### src/rtl/rrg_pkg.sv
// Shared types for the multi-rail reset generator.
package rrg_pkg;
    typedef enum logic [1:0] {
        TMO_FIXED  = 2'b00,
        TMO_PROG   = 2'b01,
        TMO_BYPASS = 2'b10,
        TMO_RSVD   = 2'b11
    } tmo_mode_e;

    typedef enum logic {
        ST_HOLD = 1'b0,
        ST_RUN  = 1'b1
    } rst_state_e;
endpackage

### src/rtl/rrg_persist.sv
// Persistence filter.
// Raises 'trip' in the cycle in which 'bad' has been high for LEN
// consecutive sampled cycles, counting that cycle, and keeps it high while
// 'bad' stays high. Any cycle with 'bad' low clears the count.
// Assumes LEN >= 1.
module rrg_persist #(
    parameter int LEN = 4,
    localparam int CW = (LEN > 1) ? $clog2(LEN) : 1
) (
    input  logic clk,
    input  logic rst_n,
    input  logic bad,
    output logic trip
);
    localparam logic [CW-1:0] LAST = CW'(LEN - 1);

    logic [CW-1:0] run_cnt;

    // Count consecutive bad cycles, saturating at LEN-1.
    always_ff @(posedge clk) begin
        if (!rst_n)              run_cnt <= '0;
        else if (!bad)           run_cnt <= '0;
        else if (run_cnt != LAST) run_cnt <= run_cnt + 1'b1;
    end

    // The fault is confirmed on the LEN-th consecutive bad cycle.
    assign trip = bad && (run_cnt == LAST);
endmodule

### src/rtl/rrg_tmo_sel.sv
// Timeout selector.
// Maps the 2-bit mode select to a release timeout in clock cycles.
// The reserved code falls back to the fixed default.
// Assumes CNT_W is wide enough for MIN_CYCLES plus the largest extension.
module rrg_tmo_sel
    import rrg_pkg::*;
#(
    parameter int CNT_W         = 25,
    parameter int EXT_W         = 20,
    parameter int FIXED_CYCLES  = 19_000_000,
    parameter int MIN_CYCLES    = 3_500,
    parameter int BYPASS_CYCLES = 3_500
) (
    input  logic [1:0]       mode,
    input  logic [EXT_W-1:0] ext,
    output logic [CNT_W-1:0] limit
);
    // Decode the mode into a cycle count.
    always_comb begin
        unique case (tmo_mode_e'(mode))
            TMO_PROG:   limit = CNT_W'(MIN_CYCLES) + CNT_W'(ext);
            TMO_BYPASS: limit = CNT_W'(BYPASS_CYCLES);
            default:    limit = CNT_W'(FIXED_CYCLES);
        endcase
    end
endmodule

### src/rtl/rrg_seq.sv
// Reset sequencer.
// HOLD keeps reset low and counts consecutive good cycles. RUN keeps reset
// high until an assert request arrives. The counter is cleared on every
// state change and on any non-good cycle.
// Assumes an assert request is never raised while 'good' is high.
module rrg_seq
    import rrg_pkg::*;
#(
    parameter int CNT_W = 25
) (
    input  logic             clk,
    input  logic             rst_n,
    input  logic             good,
    input  logic             assert_req,
    input  logic [CNT_W-1:0] limit,
    output logic             rel
);
    rst_state_e       state;
    logic [CNT_W-1:0] cnt;
    logic [CNT_W:0]   cnt_next;

    // One more good cycle, held one bit wider so it cannot wrap.
    assign cnt_next = {1'b0, cnt} + 1'b1;

    // State and good-cycle counter update.
    always_ff @(posedge clk) begin
        if (!rst_n) begin
            state <= ST_HOLD;
            cnt   <= '0;
        end else begin
            unique case (state)
                ST_HOLD: begin
                    if (!good) begin
                        cnt <= '0;
                    end else if (cnt_next >= {1'b0, limit}) begin
                        state <= ST_RUN;
                        cnt   <= '0;
                    end else begin
                        cnt <= cnt_next[CNT_W-1:0];
                    end
                end
                ST_RUN: begin
                    if (assert_req) begin
                        state <= ST_HOLD;
                        cnt   <= '0;
                    end
                end
                default: begin
                    state <= ST_HOLD;
                    cnt   <= '0;
                end
            endcase
        end
    end

    assign rel = (state == ST_RUN);
endmodule

### src/rtl/multi_rail_rst_gen.sv
// Multi-rail reset generator, top level.
// Merges per-channel rail flags, enables and power-good outputs, a manual
// reset request and an undervoltage-lockout flag into one active-low
// system reset.
// Assumes:
//   - mr_n is synchronised to clk;
//   - NUM_CH is between 2 and 4;
//   - CNT_W covers FIXED_CYCLES and MIN_CYCLES plus the largest tmo_ext.
module multi_rail_rst_gen #(
    parameter int NUM_CH         = 4,
    parameter int CNT_W          = 25,
    parameter int EXT_W          = 20,
    parameter int FIXED_CYCLES   = 19_000_000,
    parameter int MIN_CYCLES     = 3_500,
    parameter int BYPASS_CYCLES  = 3_500,
    parameter int PROP_CYCLES    = 3_500,
    parameter int MR_FILT_CYCLES = 200
) (
    input  logic              clk,
    input  logic              rst_n,
    input  logic [NUM_CH-1:0] rail_ok,
    input  logic [NUM_CH-1:0] chan_en,
    input  logic [NUM_CH-1:0] chan_pg,
    input  logic              mr_n,
    input  logic              uvlo,
    input  logic [1:0]        tmo_mode,
    input  logic [EXT_W-1:0]  tmo_ext,
    output logic              sys_rst_n
);
    logic [NUM_CH-1:0] rail_trip;
    logic              mr_trip;
    logic              all_good;
    logic              assert_req;
    logic [CNT_W-1:0]  limit;

    // One persistence filter per rail, so each dip is judged on its own.
    for (genvar ch = 0; ch < NUM_CH; ch++) begin : g_rail
        rrg_persist #(.LEN(PROP_CYCLES)) u_rail_filt (
            .clk  (clk),
            .rst_n(rst_n),
            .bad  (!rail_ok[ch]),
            .trip (rail_trip[ch])
        );
    end

    // Manual-reset glitch filter, counted in clock cycles.
    rrg_persist #(.LEN(MR_FILT_CYCLES)) u_mr_filt (
        .clk  (clk),
        .rst_n(rst_n),
        .bad  (!mr_n),
        .trip (mr_trip)
    );

    // Release needs every condition good at once.
    assign all_good = (&rail_ok) && (&chan_en) && (&chan_pg) && mr_n && !uvlo;

    // Confirmed faults that pull a released reset low.
    // Power-good alone is not among them.
    assign assert_req = uvlo || !(&chan_en) || (|rail_trip) || mr_trip;

    // Timeout selected by mode.
    rrg_tmo_sel #(
        .CNT_W        (CNT_W),
        .EXT_W        (EXT_W),
        .FIXED_CYCLES (FIXED_CYCLES),
        .MIN_CYCLES   (MIN_CYCLES),
        .BYPASS_CYCLES(BYPASS_CYCLES)
    ) u_tmo (
        .mode (tmo_mode),
        .ext  (tmo_ext),
        .limit(limit)
    );

    // Hold/release sequencer.
    rrg_seq #(.CNT_W(CNT_W)) u_seq (
        .clk       (clk),
        .rst_n     (rst_n),
        .good      (all_good),
        .assert_req(assert_req),
        .limit     (limit),
        .rel       (sys_rst_n)
    );
endmodule

### config.mk
export PLATFORM = sky130hd
export DESIGN_NAME = multi_rail_rst_gen
export DESIGN_NICKNAME = d
export VERILOG_FILES = /design/src/rtl/rrg_pkg.sv /design/src/rtl/rrg_persist.sv /design/src/rtl/rrg_tmo_sel.sv /design/src/rtl/rrg_seq.sv /design/src/rtl/multi_rail_rst_gen.sv
export SDC_FILE = /design/constraint.sdc
export NUM_CORES = 1
export LEC_CHECK = 0
export BUFFER_PORTS_ARGS = -buffer_cell sky130_fd_sc_hd__clkbuf_2
export CORE_ASPECT_RATIO = 1.2
export CORE_MARGIN = 1
export CORE_UTILIZATION = 35
export CTS_BUF_LIST = sky130_fd_sc_hd__clkbuf_16
export CTS_CLUSTER_SIZE = 30
export DETAILED_ROUTE_END_ITERATION = 10
export PLACE_DENSITY_LB_ADDON = 0.2
export SYNTH_ARGS = -nofsm -noshare
export SYNTH_HDL_FRONTEND = slang
export SYNTH_SLANG_ARGS = --single-unit
### constraint.sdc
create_clock -name clk -period 3.5 [get_ports clk]
set_input_delay 0.7 -clock clk [delete_from_list [all_inputs] [get_ports clk]]
set_output_delay 0.7 -clock clk [all_outputs]
set_load 0.01 [all_outputs]
Yosys cells after proc, flatten, opt, wreduce, memory -nomap -nowiden
Index checks and enable logic that the tools add are counted.
{"block": "totals", "register_bits": 82, "word_cells": 67}
{"block": "op_classes", "n_addsub": 7, "magnitude_cmp": 1, "n_eq_ne": 13, "n_mux": 9, "bitwise": 2, "reduce_logical": 28}
{"op": "$pmux 25 s2", "count": 2}
{"op": "$mux 25", "count": 3}
{"op": "$add 12x1->12 const B", "count": 4}
{"op": "$eq 12x12->1 const B", "count": 4}
{"op": "$ne 12x12->1 const B", "count": 4}
{"op": "$add 25x1->26 const B", "count": 1}
{"op": "$ge 26x25->1", "count": 1}
{"op": "$add 12x20->21 const A", "count": 1}
{"op": "$reduce_and 4->1", "count": 3}
{"op": "$reduce_or 2->1", "count": 5}
{"op": "$logic_and 1x1->1", "count": 9}
{"op": "$add 8x1->8 const B", "count": 1}
{"op": "$eq 8x8->1 const B", "count": 1}
{"op": "$ne 8x8->1 const B", "count": 1}
{"op": "$logic_not 1->1", "count": 7}
{"op": "$reduce_or 4->1", "count": 1}
{"op": "$logic_or 1x1->1", "count": 3}
{"op": "$mux 1", "count": 3}
{"op": "$eq 2x1->1 const B", "count": 1}
{"op": "$eq 2x2->1 const B", "count": 1}
{"op": "$ne 2x2->1 const B", "count": 1}
{"op": "$not 1->1", "count": 2}
{"op": "$pmux 1 s2", "count": 1}

Longest topological paths before layout
{"block": "logic_depth", "word_depth": 7, "ltp_mapped": 18, "mapped_depth_nobuf": 17}

Modules after synthesis
From an unflattened synthesis, not the netlist that was laid out.
{"block": "unflattened", "cells_unflattened": 670, "area_unflattened_um2": 5515.3}
{"mod": "rrg_persist (g_rail[0].u_rail_filt ...)", "n_inst": 4, "cells_per_inst": 66, "area_per_inst_um2": 588.1, "seq_area_each_um2": 240.2}
{"mod": "rrg_seq", "n_inst": 1, "cells_per_inst": 238, "area_per_inst_um2": 1979.4, "seq_area_each_um2": 520.5}
{"mod": "rrg_tmo_sel", "n_inst": 1, "cells_per_inst": 113, "area_per_inst_um2": 726.9, "seq_area_each_um2": 0.0}
{"mod": "rrg_persist (u_mr_filt)", "n_inst": 1, "cells_per_inst": 42, "area_per_inst_um2": 385.4, "seq_area_each_um2": 160.2}
{"mod": "multi_rail_rst_gen", "n_inst": 1, "cells_per_inst": 13, "area_per_inst_um2": 71.3, "seq_area_each_um2": 0.0}

Worst setup path after synthesis
Ideal clock, no wire load.
{"block": "synth_path", "path_type": "input to register", "startpoint": "in tmo_ext[2]", "endpoint": "reg u_seq.cnt[14]", "t_arrival_ps": 3572, "t_required_ps": 3431, "slack_ps": -141, "path_stages": 18, "n_path_buf": 1, "path_cell_list": "inv_1 -> ha_1 -> nor2b_1 -> o21a_1 -> o21ai_0 -> a21oi_1 -> nand3_1 -> xnor2_1 -> nand2_1 -> ha_1 -> a21o_1 -> a21o_1 -> a21o_1 -> a221o_1 -> a31oi_4 -> buf_4 -> o2111ai_1 -> o21ai_1"}
{"block": "synth_between", "elab_chain_cells": 6}
{"item": "start: declaration", "line": "multi_rail_rst_gen.sv:27", "rtl": "input logic [EXT_W-1:0] tmo_ext,"}
{"item": "$add 12x20->21", "line": "rrg_tmo_sel.sv:21", "rtl": "TMO_PROG: limit = CNT_W'(MIN_CYCLES) + CNT_W'(ext);"}
{"item": "$pmux 25 s2", "line": "rrg_tmo_sel.sv:20", "rtl": "unique case (tmo_mode_e'(mode))"}
{"item": "$ge 26x25->1", "line": "rrg_seq.sv:35", "rtl": "end else if (cnt_next >= {1'b0, limit}) begin"}
{"item": "$mux 25", "line": "rrg_seq.sv:35"}
{"item": "$mux 25", "line": "rrg_seq.sv:33", "rtl": "if (!good) begin"}
{"item": "$pmux 25 s2", "line": "rrg_seq.sv:31", "rtl": "unique case (state)"}
{"item": "end signal: assignment", "line": "rrg_seq.sv:39", "rtl": "cnt <= cnt_next[CNT_W-1:0];"}
{"item": "end: declaration", "line": "rrg_seq.sv:19", "rtl": "logic [CNT_W-1:0] cnt;"}
No other way between the ends.
A chain may end at the register's enable or synchronous reset.

Worst setup path after layout
{"block": "layout_path", "startpoint": "in tmo_ext[3]", "endpoint": "reg u_seq.state (netlist: u_seq.rel)"}
{"block": "layout_between", "elab_chain_cells": 6}
{"item": "$add 12x20->21", "line": "rrg_tmo_sel.sv:21"}
{"item": "$pmux 25 s2", "line": "rrg_tmo_sel.sv:20"}
{"item": "$ge 26x25->1", "line": "rrg_seq.sv:35"}
{"item": "$mux 1", "line": "rrg_seq.sv:35"}
{"item": "$mux 1", "line": "rrg_seq.sv:33"}
{"item": "$pmux 1 s2", "line": "rrg_seq.sv:31"}
{"item": "end signal: assignment", "line": "rrg_seq.sv:28", "rtl": "state <= ST_HOLD;"}
{"item": "end signal: assignment", "line": "rrg_seq.sv:36", "rtl": "state <= ST_RUN;"}
{"item": "end signal: assignment", "line": "rrg_seq.sv:44", "rtl": "state <= ST_HOLD;"}
{"item": "end: declaration", "line": "rrg_seq.sv:18", "rtl": "rst_state_e state;"}
No other way between the ends.

==> qor.txt <==
Outcome - finished with violations
Failing checks - DRC
Slowest cell on crit path - or3b_2
Post-synth top area share - 0.323
Distinct cells, synth - 53
Total grt overflow - 0
Clk slew on worst S/H paths - 0.06 ns
CP Cell Sequence - clkbuf_2, o21a_1, o21a_1, o21ai_2, buf_4, nand2_1, and3_1, o21ai_0, nand2_1, ha_1, nand2_1, o21ai_0, or3b_2, a21oi_2, o2bb2ai_2, a21boi_0, o21a_1
Largest family of logic cells by synthesized area - simple AND/OR/NAND/NOR gates
Total Wirelength - 11.8 mm
Share of layout cells above drive strength 1 - 0.214
WS Path Type - in -> reg
Vias after detailed routing - 4636
Worst Hold Depth - 2
Core Rows - 47
DR iter-0 viols - 213
Multiplexer area fraction after synthesis - 0.00984
Clk buf depth - 2
Setup Skew - 0.00703 ns
Largest stage delay, worst path - 0.46 ns
DP Wirelength - 8.99 mm
Drt pass-1 iters - 7
Largest net degree at the start of global routing - 23
All-layer global routing usage - 0.164
Fin crit period - 3.38 ns
Cell Area, Placed - 0.00578 mm^2
Final-report hold violation count - 0
Area Overhead vs Synth - 23.3%
Syn Nets - 699
Syn Inst Count - 629
CP arrival - 3.66 ns
Number of synthesized register bits - 82
Max frequency - 296 MHz
Antenna cells - 0
Maximum vdd drop - 0.240 mV
Die Area - 0.0150 mm^2
Synth Cell Area - 0.00509 mm^2
Power per cell area - 323 mW/mm^2
Worst R2R Path Depth - 15
Synth async-reset ratio - 0
Post-synthesis adder-cell area fraction - 0.0787
Nets@finish - 784
Design Area, Final - 0.00627 mm^2
Initial antenna violation count - 0
Max_cap viols - 0
Inst Count DP - 867
CTS Buf Count - 9
Worst-path maximum fanout - 3
Register area share after synthesis - 0.323
Synth Area in Simple Gates - 0.307
Synth Area in Compound Gates - 0.127
Routed WL per cell - 13.2 um
Routability Congestion - 0.814
Cell accounting for the most synthesized area - dfxtp_1
Die Y - 134 um
First-pass GRT wire length - 20.1 mm
Dominant cells by area after synthesis - dfxtp_1, ha_1, xor2_1, nor2_1, xnor2_1
Mean number of vias per cell - 5.21
Post-Synth XOR/XNOR Area - 0.119
Syn avg cell area - 8.09 um^2
Startpoint Class - primary input
EDFF count, synth - 0
Number of remaining DRC errors - 6
Kind of end point of the critical path - flip-flop
ANT nets after route - 0
Clk_lat worst skew - 0.34 ns
I/O Buffers - 38
Core Box Area - 0.0140 mm^2
Total number of yosys warnings - 0
Die X - 112 um
FILL cells - 1446
Total negative slack - 0 ns
CTS tree - built
Fin cells - 890
IO Count - 39
Ys flop type - dfxtp_1
Lkg Pwr - 2.52 nW
Root buf cell - clkbuf_16
Hold Slack - 0.456 ns
Hold crit path type - reg -> reg
Max-slew violation count - 0
H-tree depth - 3
Clk sinks - 82
Vias in the first global route - 4546
Worst Path Required - 3.78 ns
Initial Util - 0.363
Final setup vio count - 0
Tcrit/Tclk final - 0.965
Headroom to the max-slew limit - 0.230
Core Util, Final - 0.448
Worst-Margin Slew - 1.15 ns
## per-layer routing
| layer | vias up | global-route usage | part of all wire |
|---|---|---|---|
| met1 | 2119 | 0.197 | 0.46 |
| met3 | 21 | 0.0221 | 0.034 |
| met5 | - | 0 | 0 |
| met4 | 0 | 0.0756 | 0.025 |
| li1 | 2408 | - | - |
| met2 | 88 | 0.288 | 0.49 |
## state kept, by name, indices dropped and copies added, names as in the netlist
name,flops
g_rail.u_rail_filt.run_cnt,48
u_mr_filt.run_cnt,8
u_seq.cnt,25
u_seq.rel,1
## Yosys cell counts, types with 13 or more instances
library cell and count:
nor2_1 83, dfxtp_1 82, nand4_1 31, xor2_1 40, a21oi_1 14, ha_1 32
inv_1 25, nand2_1 55, nand3_1 42, o21ai_0 22, clkbuf_1 13, nor3_1 18
xnor2_1 29, and3_1 20
## cells by family (layout without fill, tap and decap cells)
kind of cell | after synthesis | in the layout
and+or+nand+nor | 303 | 303
DFF | 82 | 82
xor gates and xnor gates | 69 | 69
AOI/OAI and AO/OA | 95 | 95
muxes | 5 | 5
adders and majority gates | 32 | 32
buffers and inverters | 43 | 133
## power breakdown
group / switching (mW) / internal (mW)
logic: 0.0876 / 0.0851
registers: 0.00591 / 0.937
clock network: 0.365 / 0.543
total: 0.459 / 1.57
## per-stage QoR
stage	total power, mW	setup slack (ns)
6_report	2.02	0.122
5_1_grt	2.12	-0.0185
4_1_cts	2.05	0.00546
3_5_place_dp	1.13	-0.349
3_3_place_gp	1.13	-0.279
2_1_floorplan	1.06	-0.00277
## layout make-up
class | instances | area [um^2] | area share
Clock buffer | 9 | 225 | 0.0359
Clock inverter | 7 | 60.1 | 0.00958
Inverter | 25 | 93.8 | 0.0150
Multi-Input combinational cell | 504 | 3350 | 0.535
Sequential cell | 82 | 1660 | 0.265
Tap cell | 171 | 214 | 0.0341
Timing Repair Buffer | 92 | 663 | 0.106
## final timing paths
path                                     end  slack, ns                  startpoint
hold / removal    u_seq.cnt[21]$_SDFFE_PN0P_       0.46  u_seq.cnt[21]$_SDFFE_PN0P_
setup reg to reg  u_seq.cnt[24]$_SDFFE_PN0P_       0.21  u_seq.cnt[13]$_SDFFE_PN0P_
hold reg to reg   u_seq.cnt[21]$_SDFFE_PN0P_       0.46  u_seq.cnt[21]$_SDFFE_PN0P_
setup / recovery        u_seq.rel$_SDFF_PN0_       0.12                  tmo_ext[3]
## worst max-delay path, delay by kind of cell
kind / cells / cell delay (ns)
AO/OA/AOI/OAI: 9 / 1.57
AND/OR/NAND/NOR: 5 / 0.86
adder cells (fa/ha/maj): 1 / 0.29
buffers and inverters: 2 / 0.23
## layout by cell type (no fill, tap or decap), types with 4 or more instances in the layout
cell type / instances
dfxtp_2: 10
clkbuf_16: 10
ha_1: 28
nor3_1: 17
or2_2: 8
buf_4: 46
a21o_1: 8
a21boi_1: 13
nand3_1: 42
o21a_1: 7
dfxtp_1: 70
a21oi_1: 11
o21ai_0: 19
xnor2_1: 27
a31oi_1: 4
and2_1: 4
inv_1: 24
nand2_1: 55
buf_6: 6
nor2b_1: 5
nand2b_1: 8
o2111ai_1: 11
mux2i_1: 5
xor2_1: 40
clkbuf_2: 37
and3_1: 19
nand4_1: 31
nor2_1: 83
## repair_timing
item	4_1_cts	5_1_grt
setup endpoints to repair	2	26
pin swaps	0	20
hold endpoints to repair	0	0
hold buffers	0	0
gates cloned	0	1
setup buffers	1	5
resized for setup	5	39
No activity file was read; power rests on OpenSTA's default activity.
